[config.mk]
export PLATFORM = sky130hd
export DESIGN_NAME = spi3w_radio_master
export DESIGN_NICKNAME = d
export VERILOG_FILES = /design/src/rtl/spi3w_pkg.sv /design/src/rtl/spi3w_downcount.sv /design/src/rtl/spi3w_bitpath.sv /design/src/rtl/spi3w_radio_master.sv
export SDC_FILE = /design/constraint.sdc
export NUM_CORES = 1
export LEC_CHECK = 0
export BUFFER_PORTS_ARGS = -buffer_cell sky130_fd_sc_hd__buf_2
export CAP_MARGIN = 20
export CORE_UTILIZATION = 35
export CTS_BUF_LIST = sky130_fd_sc_hd__clkbuf_8
export CTS_CLUSTER_DIAMETER = 150
export CTS_CLUSTER_SIZE = 30
export DETAILED_ROUTE_END_ITERATION = 16
export PLACE_DENSITY = 0.54
export SETUP_SLACK_MARGIN = 0.1
export SLEW_MARGIN = 10
export SYNTH_ARGS = -nofsm -noshare
export SYNTH_HDL_FRONTEND = slang
export SYNTH_SLANG_ARGS = --single-unit
export TNS_END_PERCENT = 5
[constraint.sdc]
create_clock -name clk -period 3.9 [get_ports clk]
set_clock_uncertainty 0.05 [all_clocks]
set_input_delay 0.78 -clock clk [delete_from_list [all_inputs] [get_ports clk]]
set_output_delay 0.78 -clock clk [all_outputs]
set_load 0.01 [all_outputs]
[src/rtl/spi3w_pkg.sv]
package spi3w_pkg;

  typedef enum logic [1:0] {
    CMD_REG_WR  = 2'b00,
    CMD_REG_RD  = 2'b01,
    CMD_FIFO_WR = 2'b10,
    CMD_FIFO_RD = 2'b11
  } cmd_kind_e;

  typedef enum logic [2:0] {
    ST_IDLE, ST_LEAD, ST_LOW, ST_HIGH, ST_TAIL, ST_GAP
  } seq_state_e;

  // System cycles per serial half period, never below one.
  function automatic int unsigned half_period_cycles(longint clk_hz, longint sck_hz);
    longint h;
    h = clk_hz / (2 * sck_hz);
    if (h < 1) h = 1;
    return 32'(h);
  endfunction

  // Microseconds to system cycles, rounded up.
  function automatic int unsigned us_to_cycles(longint clk_hz, longint us);
    longint c;
    c = (clk_hz * us + 64'd999_999) / 64'd1_000_000;
    return 32'(c);
  endfunction

  function automatic int unsigned max2(int unsigned a, int unsigned b);
    return (a > b) ? a : b;
  endfunction

  function automatic logic is_fifo(cmd_kind_e k);
    return (k == CMD_FIFO_WR) || (k == CMD_FIFO_RD);
  endfunction

  // Clocks in one frame under a select.
  function automatic logic [4:0] frame_bits(cmd_kind_e k);
    return is_fifo(k) ? 5'd8 : 5'd16;
  endfunction

  // Leading clocks during which the master drives the wire.
  function automatic logic [4:0] drive_bits(cmd_kind_e k);
    case (k)
      CMD_REG_WR:  return 5'd16;
      CMD_REG_RD:  return 5'd8;
      CMD_FIFO_WR: return 5'd8;
      default:     return 5'd0;
    endcase
  endfunction

  // Outgoing word, MSB first; the read flag sits in the top address bit.
  function automatic logic [15:0] tx_word(cmd_kind_e k, logic [6:0] a, logic [7:0] d);
    case (k)
      CMD_REG_WR:  return {1'b0, a, d};
      CMD_REG_RD:  return {1'b1, a, 8'h00};
      CMD_FIFO_WR: return {d, 8'h00};
      default:     return 16'h0000;
    endcase
  endfunction

endpackage

[src/rtl/spi3w_downcount.sv]
module spi3w_downcount #(
  parameter int W = 8
) (
  input  logic         clk,
  input  logic         rst_n,
  input  logic         load,
  input  logic [W-1:0] load_val,
  output logic         zero
);
  logic [W-1:0] cnt_q;

  always_ff @(posedge clk or negedge rst_n) begin
    if (!rst_n)              cnt_q <= '0;
    else if (load)           cnt_q <= load_val;
    else if (cnt_q != '0)    cnt_q <= cnt_q - 1'b1;
  end

  assign zero = (cnt_q == '0);
endmodule

[src/rtl/spi3w_bitpath.sv]
module spi3w_bitpath #(
  parameter int TXW = 16,
  parameter int RXW = 8
) (
  input  logic           clk,
  input  logic           rst_n,
  input  logic           load,
  input  logic [TXW-1:0] load_word,
  input  logic           shift,
  input  logic           sample,
  input  logic           sdi,
  output logic           sdo,
  output logic [RXW-1:0] rx_word
);
  logic [TXW-1:0] tx_sr;
  logic [RXW-1:0] rx_sr;

  always_ff @(posedge clk or negedge rst_n) begin
    if (!rst_n) begin
      tx_sr <= '0;
      rx_sr <= '0;
    end else begin
      if (load)       tx_sr <= load_word;
      else if (shift) tx_sr <= {tx_sr[TXW-2:0], 1'b0};
      if (load)        rx_sr <= '0;
      else if (sample) rx_sr <= {rx_sr[RXW-2:0], sdi};
    end
  end

  assign sdo     = tx_sr[TXW-1];
  assign rx_word = rx_sr;
endmodule

[src/rtl/spi3w_radio_master.sv]
module spi3w_radio_master
  import spi3w_pkg::*;
#(
  parameter longint CLK_HZ       = 50_000_000,
  parameter longint SCK_HZ       = 1_000_000,
  parameter longint REG_GAP_US   = 100,
  parameter longint FIFO_TAIL_US = 2,
  parameter longint FIFO_GAP_US  = 4
) (
  input  logic       clk,
  input  logic       rst_n,
  input  logic       cmd_start,
  input  logic [1:0] cmd_kind,
  input  logic [6:0] cmd_addr,
  input  logic [7:0] cmd_wdata,
  output logic       busy,
  output logic       done,
  output logic [7:0] rdata,
  output logic       spi_sck,
  output logic       spi_sdio_o,
  output logic       spi_sdio_oe,
  input  logic       spi_sdio_i,
  output logic       reg_csn,
  output logic       fifo_csn
);
  localparam int unsigned HALF      = half_period_cycles(CLK_HZ, SCK_HZ);
  localparam int unsigned REG_LEAD  = HALF;
  localparam int unsigned REG_TAIL  = HALF;
  localparam int unsigned REG_GAP   = max2(us_to_cycles(CLK_HZ, REG_GAP_US), 1);
  localparam int unsigned FIFO_LEAD = 4 * HALF;
  localparam int unsigned FIFO_TAIL = us_to_cycles(CLK_HZ, FIFO_TAIL_US) + 1;
  localparam int unsigned FIFO_GAP  = us_to_cycles(CLK_HZ, FIFO_GAP_US) + 1;
  localparam int unsigned MAXD      = max2(max2(REG_GAP, FIFO_GAP),
                                           max2(max2(FIFO_LEAD, FIFO_TAIL), HALF));
  localparam int          TW        = $clog2(MAXD + 1);

  seq_state_e state_q;
  cmd_kind_e  kind_q;
  cmd_kind_e  kind_in;
  logic [4:0] bit_q, nbits_q, ndrive_q;
  logic       sck_q, oe_q, rcsn_q, fcsn_q, done_q;
  logic [7:0] rdata_q;
  logic [7:0] rx_byte;
  logic       sdo;

  logic          tmr_load, tmr_zero;
  logic [TW-1:0] tmr_val;

  // Named events, shared with the bound checker.
  logic ev_accept, ev_rise, ev_fall, ev_last, ev_end;
  logic fifo_q;

  assign kind_in   = cmd_kind_e'(cmd_kind);
  assign fifo_q    = is_fifo(kind_q);
  assign ev_accept = cmd_start && (state_q == ST_IDLE);
  assign ev_rise   = (state_q == ST_LOW)  && tmr_zero;
  assign ev_fall   = (state_q == ST_HIGH) && tmr_zero;
  assign ev_last   = (bit_q == nbits_q - 5'd1);
  assign ev_end    = (state_q == ST_GAP)  && tmr_zero;

  always_comb begin
    tmr_load = 1'b0;
    tmr_val  = '0;
    case (state_q)
      ST_IDLE: if (ev_accept) begin
        tmr_load = 1'b1;
        tmr_val  = is_fifo(kind_in) ? TW'(FIFO_LEAD - 1) : TW'(REG_LEAD - 1);
      end
      ST_LEAD, ST_LOW: if (tmr_zero) begin
        tmr_load = 1'b1;
        tmr_val  = TW'(HALF - 1);
      end
      ST_HIGH: if (tmr_zero) begin
        tmr_load = 1'b1;
        if (ev_last) tmr_val = fifo_q ? TW'(FIFO_TAIL - 1) : TW'(REG_TAIL - 1);
        else         tmr_val = TW'(HALF - 1);
      end
      ST_TAIL: if (tmr_zero) begin
        tmr_load = 1'b1;
        tmr_val  = fifo_q ? TW'(FIFO_GAP - 1) : TW'(REG_GAP - 1);
      end
      default: ;
    endcase
  end

  spi3w_downcount #(.W(TW)) u_tmr (
    .clk      (clk),
    .rst_n    (rst_n),
    .load     (tmr_load),
    .load_val (tmr_val),
    .zero     (tmr_zero)
  );

  spi3w_bitpath #(.TXW(16), .RXW(8)) u_bits (
    .clk       (clk),
    .rst_n     (rst_n),
    .load      (ev_accept),
    .load_word (tx_word(kind_in, cmd_addr, cmd_wdata)),
    .shift     (ev_fall && !ev_last),
    .sample    (ev_rise && (bit_q >= ndrive_q)),
    .sdi       (spi_sdio_i),
    .sdo       (sdo),
    .rx_word   (rx_byte)
  );

  always_ff @(posedge clk or negedge rst_n) begin
    if (!rst_n) begin
      state_q  <= ST_IDLE;
      kind_q   <= CMD_REG_WR;
      bit_q    <= '0;
      nbits_q  <= 5'd16;
      ndrive_q <= '0;
      sck_q    <= 1'b0;
      oe_q     <= 1'b0;
      rcsn_q   <= 1'b1;
      fcsn_q   <= 1'b1;
      done_q   <= 1'b0;
      rdata_q  <= '0;
    end else begin
      done_q <= 1'b0;
      case (state_q)
        ST_IDLE: if (ev_accept) begin
          state_q  <= ST_LEAD;
          kind_q   <= kind_in;
          nbits_q  <= frame_bits(kind_in);
          ndrive_q <= drive_bits(kind_in);
          bit_q    <= '0;
          oe_q     <= (drive_bits(kind_in) != 5'd0);
          rcsn_q   <= is_fifo(kind_in);
          fcsn_q   <= !is_fifo(kind_in);
        end
        ST_LEAD: if (tmr_zero) state_q <= ST_LOW;
        ST_LOW: if (tmr_zero) begin
          state_q <= ST_HIGH;
          sck_q   <= 1'b1;
        end
        ST_HIGH: if (tmr_zero) begin
          sck_q <= 1'b0;
          if (bit_q + 5'd1 == ndrive_q) oe_q <= 1'b0;
          if (ev_last) state_q <= ST_TAIL;
          else begin
            state_q <= ST_LOW;
            bit_q   <= bit_q + 5'd1;
          end
        end
        ST_TAIL: if (tmr_zero) begin
          state_q <= ST_GAP;
          rcsn_q  <= 1'b1;
          fcsn_q  <= 1'b1;
          oe_q    <= 1'b0;
        end
        ST_GAP: if (tmr_zero) begin
          state_q <= ST_IDLE;
          done_q  <= 1'b1;
          if (ndrive_q < nbits_q) rdata_q <= rx_byte;
        end
        default: state_q <= ST_IDLE;
      endcase
    end
  end

  assign busy        = (state_q != ST_IDLE);
  assign done        = done_q;
  assign rdata       = rdata_q;
  assign spi_sck     = sck_q;
  assign spi_sdio_o  = sdo;
  assign spi_sdio_oe = oe_q;
  assign reg_csn     = rcsn_q;
  assign fifo_csn    = fcsn_q;
endmodule

# After elaboration in Yosys (flattened, before gate mapping)
# Cells that the tools add are included.
# classes
add_sub_neg	3
order_cmp	2
eq_ne	20
muxes	47
n_reduce_logical	32
# op_table
operator	n
$mux W13	4
$pmux W13 S4	1
$pmux W16 S3	1
$mux W5	7
$mux W7	5
$mux W16	2
$mux W3	7
$pmux W5 S2	2
$pmux W3 S6	1
$mux W8	2
$ne A2 B2 Y1 const B	7
$logic_not A13 Y1	1
$reduce_bool A13 Y1	1
$sub A13 B1 Y13 const B	1
$reduce_bool A2 Y1	6
$eq A5 B5 Y1	2
$mux W1	10
$reduce_and A3 Y1	3
$eq A2 B2 Y1 const B	4
$pmux W1 S2	4
$eq A3 B2 Y1 const B	2
$eq A3 B3 Y1 const B	2
$reduce_and A6 Y1	1
$reduce_bool A3 Y1	2
other kinds (19)	26
# totals
register_bits	70
inputBits	21
out_inout_bits	15
wordCells	118

# Depth between registers and ports, before layout
# logic_depth
depth_word	8
ltp_mapped	9
depth_no_buf	7

# By module
# Synthesis repeated with hierarchy kept, for this count alone.
# hier_totals
hier_cells	367
hier_area_um2	3575.9
# by_module_without_submodules
mod	n_inst	cells_per_inst	area_each_um2	seq_area_each_um2
spi3w_radio_master	1	190	1745.4	654.4
spi3w_bitpath	1	95	1063.5	600.6
spi3w_downcount	1	82	767.0	325.3

# Worst setup path after synthesis
# OpenSTA, ideal clock, no wires.
# synth_path
path_kind	input to register
startpoint	input port cmd_kind[1]
endpoint	register u_bits.tx_sr[10]
setup_time_ns	0.069
t_arrival_ns	2.009
t_required_ns	3.781
slack_ns	1.772
path_stages	8
n_path_buf	2
cell_sequence	inv_1 ha_1 clkbuf_1 or2_2 clkbuf_1 a22oi_1 or3_1 nand3_1
# synth_via
elab_chain_cells	3
word_cells_on_any_way	5
classes_between	eq/ne: 2; mux: 2; reduce/logical: 1
# synth_rtl
item	line	rtl
start, declared	spi3w_radio_master.sv:13	input logic [1:0] cmd_kind,
$eq A2 B2 Y1 (tied with other cells)	spi3w_pkg.sv:54	case (k)
$pmux W16 S3 (*)	spi3w_pkg.sv:54	
$mux W16 (*)	spi3w_bitpath.sv:23	if (load) tx_sr <= load_word;
end signal, assigned	spi3w_bitpath.sv:23	
end signal, assigned	spi3w_bitpath.sv:24	else if (shift) tx_sr <= {tx_sr[TXW-2:0], 1'b0};
end, declared	spi3w_bitpath.sv:15	logic [TXW-1:0] tx_sr;
# Mark *: on every way between the ends. The rest lies on a longest branch, timed or not.
# A chain may end at the register's enable or synchronous reset.

# Final worst setup path
# layout_path
startpoint	register u_tmr.cnt_q[0]
endpoint	register u_tmr.cnt_q[6]
# layout_via
elab_chain_cells	4
word_cells_on_any_way	11
classes_between	add/sub: 1; mux: 7; reduce/logical: 3
# layout_rtl
item	line	rtl
start, declared	spi3w_downcount.sv:10	logic [W-1:0] cnt_q;
start signal, assigned	spi3w_downcount.sv:14	else if (load) cnt_q <= load_val;
start signal, assigned	spi3w_downcount.sv:15	else if (cnt_q != '0) cnt_q <= cnt_q - 1'b1;
branches (longest 4 deep; another with $sub A13 B1 Y13)	--	
# Parallel ways; which one is timed is not known. The select of a mux whose other input is x is not followed.

==> key figures <==
Setup path
  – WP data required: 4.05 ns
  – Crit path launch type: register
  – Critical Path End Type: register
  – R2R setup slack: ~1.2 ns
  – Crit Path Class: register to register
  – Crit path max fanout: 11
  – WP data arrival: 2.83 ns

Pwr
  – Max VDD drop: 0.000277 V
  – Pwr Density: 646 nW/µm²
  – Clock network power share: 0.273
  – Part of the power in registers: 0.453
  – Comb pwr share: 0.274
  – Internal: 1660 µW
  – Net Sw Power: around 930 µW
  – Sw Share: 0.358
  – Static Leak: ~0.0019 µW

Die
  – Die Width: 102 µm
  – Die height: between 100 and 150 µm
  – Num ports: 36
  – Starting density of the core: 0.359
  – FP Rows: 36
  – Die Area: 10300 µm²
  – Core area: a little under 10000 µm²

Timing
  – Final hold violation count: 0
  – Setup violators final: 0
  – RSZ-0062 raised after global routing: no
  – Max-slew headroom: 0.444
  – Tcrit/Tclk final: 0.686
  – Worst-Margin Slew: 0.834 ns
  – Hold slack: 0.427 ns
  – Final Max Tran Viols: 0
  – Final worst setup slack: 1.22 ns
  – Total Negative Setup Slacks: 0 ns
  – Final worst path period need: 2.68 ns
  – Fmax: around 0.37 GHz

Final layout
  – Share of layout cells above drive strength 1: 0.197
  – Finished Cell Area: 4000 µm²
  – FILL cells: around 1000
  – Diode count: 0
  – Nets@finish: 424
  – Area grow syn2layout: 15.1%

Synthesis
  – Largest family of logic cells by synthesized area: simple AND/OR/NAND/NOR gates
  – Sequential-to-total area share from yosys stat: 0.454
  – Cell variety after synth: 55
  – Mux contribution to synthesized area: 0.0579
  – Syn Nets: 394
  – Compound-gate portion of the synthesized area: 0.171
  – Synth Register Bits: between 60 and 70
  – Synth area leader: dfrtp_1
  – Yosys top cell area share: 0.432
  – Largest cells by area after synthesis: dfrtp_1 43%, a21oi_1 4.6%, ha_1 4.3%
  – Synth Area in Simple Gates: 0.205
  – Synth top cells by count: 60 x dfrtp_1, 32 x a21oi_1, 30 x nand3_1, 29 x nand2_1, 28 x nor2_1
  – Commonest register cell after synthesis: dfrtp_1
  – Synthesized area: 3480 µm²
  – Most frequent cell after synthesis: dfrtp_1
  – Number of flops mapped to enable cells by yosys: 0
  – Xor and xnor fraction of the mapped netlist area: 0.0277
  – Mapped Cells: 361
  – Average instance area after synthesis: slightly below 10 µm²
  – Post-Synth Adder-Cell Area: 0.0432
  – Ys async rst share: 1.00
  – Yosys warning count: 0

GRT
  – Largest net degree at the start of global routing: 30
  – GR Util All Layers: 0.179
  – First-pass GRT wire length: 14200 µm
  – Initial antenna violation count: 0
  – Number of global-route vias before repair: approximately 2.8k
  – GR Overflow Total: 0

Detailed routing
  – Initial DRC count: roughly 140
  – DRT Wirelength: 8270 µm
  – WL/cell: 15.6 µm
  – DRC violations left: 0
  – Vias: around 2.9k
  – DRT Pass-1 Iters: 4
  – Vias per cell: ~5.4
  – Final ANT Viol Nets: 0

Clock tree
  – Num CTS Buffers: 9
  – H-tree Lvls: 3
  – CTS Root Buffer Type: clkbuf_8
  – Post-CTS Setup Inserts: 0
  – Worst-path clk slew: ~0.080 ns
  – CTS tree: done
  – Hold buffer count at CTS: 0
  – Clock buffer depth: 2
  – Clock sinks: 63
  – Latest clock arrival within the worst-skew pair: roughly 0.35 ns
  – Resized Gates After CTS: 0

Flow run
  – MaxCap Viol Count: 0

Placed design
  – Placer Congestion: 0.825
  – IO Port Bufs: 35
  – Placed inst area: 3760 µm²
  – Post-DP HPWL: 5770 µm
  – Dpl ws: 1.29 ns

Worst hold path
  – Worst hold path type: input pin to asynchronous set/reset pin

Status
  – Outcome: finished clean
metal layers:
layer	global-route usage	vias to the layer above	part of all wire	wire length, µm
met2	0.267	61	0.45	3680
met4	0.0959	0	0.033	272
li1	-	1362	-	-
met5	0	-	0	0
met1	0.246	1407	0.48	4010
met3	0.0359	21	0.037	308
registers in the layout (all words and copies together) (netlist names), 2 cells and up:
register	flops
nbits_q	2
ndrive_q	2
rdata	8
bit_q	5
u_bits.tx_sr	16
state_q	3
u_bits.rx_word	8
u_tmr.cnt_q	13
worst max-delay path: stages, from the launching register on:
cell	delay, ns
dfrtp_1	0.41
inv_1	0.13
ha_1	0.16
nor4b_4	0.26
and3_1	0.58
a21oi_1	0.36
nor2_1	0.39
o311ai_1	0.18
cell usage in the layout, fill, tap and decap left out, drive strengths merged, types with 7 or more instances in the layout:
cell type / instances
nand3: 31
a22oi: 9
or3: 8
mux2i: 10
clkbuf: 9
buf: 39
nor3: 8
o21ai: 17
a21oi: 33
ha: 12
nand2: 29
nor2: 28
mux2: 9
inv: 13
dfrtp: 60
a31oi: 7
path summary, 6_finish.rpt:
check | startpoint | to | depth (start not counted)
max | u_tmr.cnt_q[0]$_DFFE_PN0P_ | u_tmr.cnt_q[6]$_DFFE_PN0P_ | 7
min | rst_n | u_tmr.cnt_q[8]$_DFFE_PN0P_ | 1
max reg2reg | u_tmr.cnt_q[0]$_DFFE_PN0P_ | u_tmr.cnt_q[6]$_DFFE_PN0P_ | 7
min reg2reg | spi_sck$_DFFE_PN0P_ | spi_sck$_DFFE_PN0P_ | 1
max in group asynchronous | rst_n | nbits_q[4]$_DFFE_PN1P_ | 2
min in group clk | spi_sck$_DFFE_PN0P_ | spi_sck$_DFFE_PN0P_ | 1
power by group through the flow:
| stage | combinational [µW] | sequential (µW) | clock (µW) |
|---|---|---|---|
| 2_1_floorplan | 567 | 1100 | 0 |
| 3_3_place_gp | 692 | 1180 | 0 |
| 3_5_place_dp | 704 | 1180 | 0 |
| 4_1_cts | 710 | 1170 | 718 |
| 5_1_grt | 820 | 1210 | 745 |
| 6_report | 708 | 1170 | 707 |
area by class of cell:
type	count	area [µm²]	share of cell area
flip-flops and latches	63	1580	0.395
repair buffers	39	205	0.0513
clock inverters	7	121	0.0303
well taps	133	166	0.0416
inverters	13	48.8	0.0122
clock buffers	9	124	0.0309
multi-input cells	265	1760	0.439
metrics by stage:
stage,total power [µW],util,instances
2_1_floorplan,1670,-,361
3_3_place_gp,1870,0.388,513
3_5_place_dp,1880,0.388,513
4_1_cts,2600,0.413,529
5_1_grt,2770,0.413,529
6_report,2590,0.413,529
kinds of logic after synthesis:
| logic type | after synthesis |
|---|---|
| xor gates and xnor gates | 11 |
| DFF | 63 |
| adders and majority gates | 12 |
| buffers and inverters | 33 |
| and+or+nand+nor | 132 |
| muxes | 19 |
| AOI/OAI and AO/OA | 91 |
Note: power is estimated with default switching activity, not from simulation.
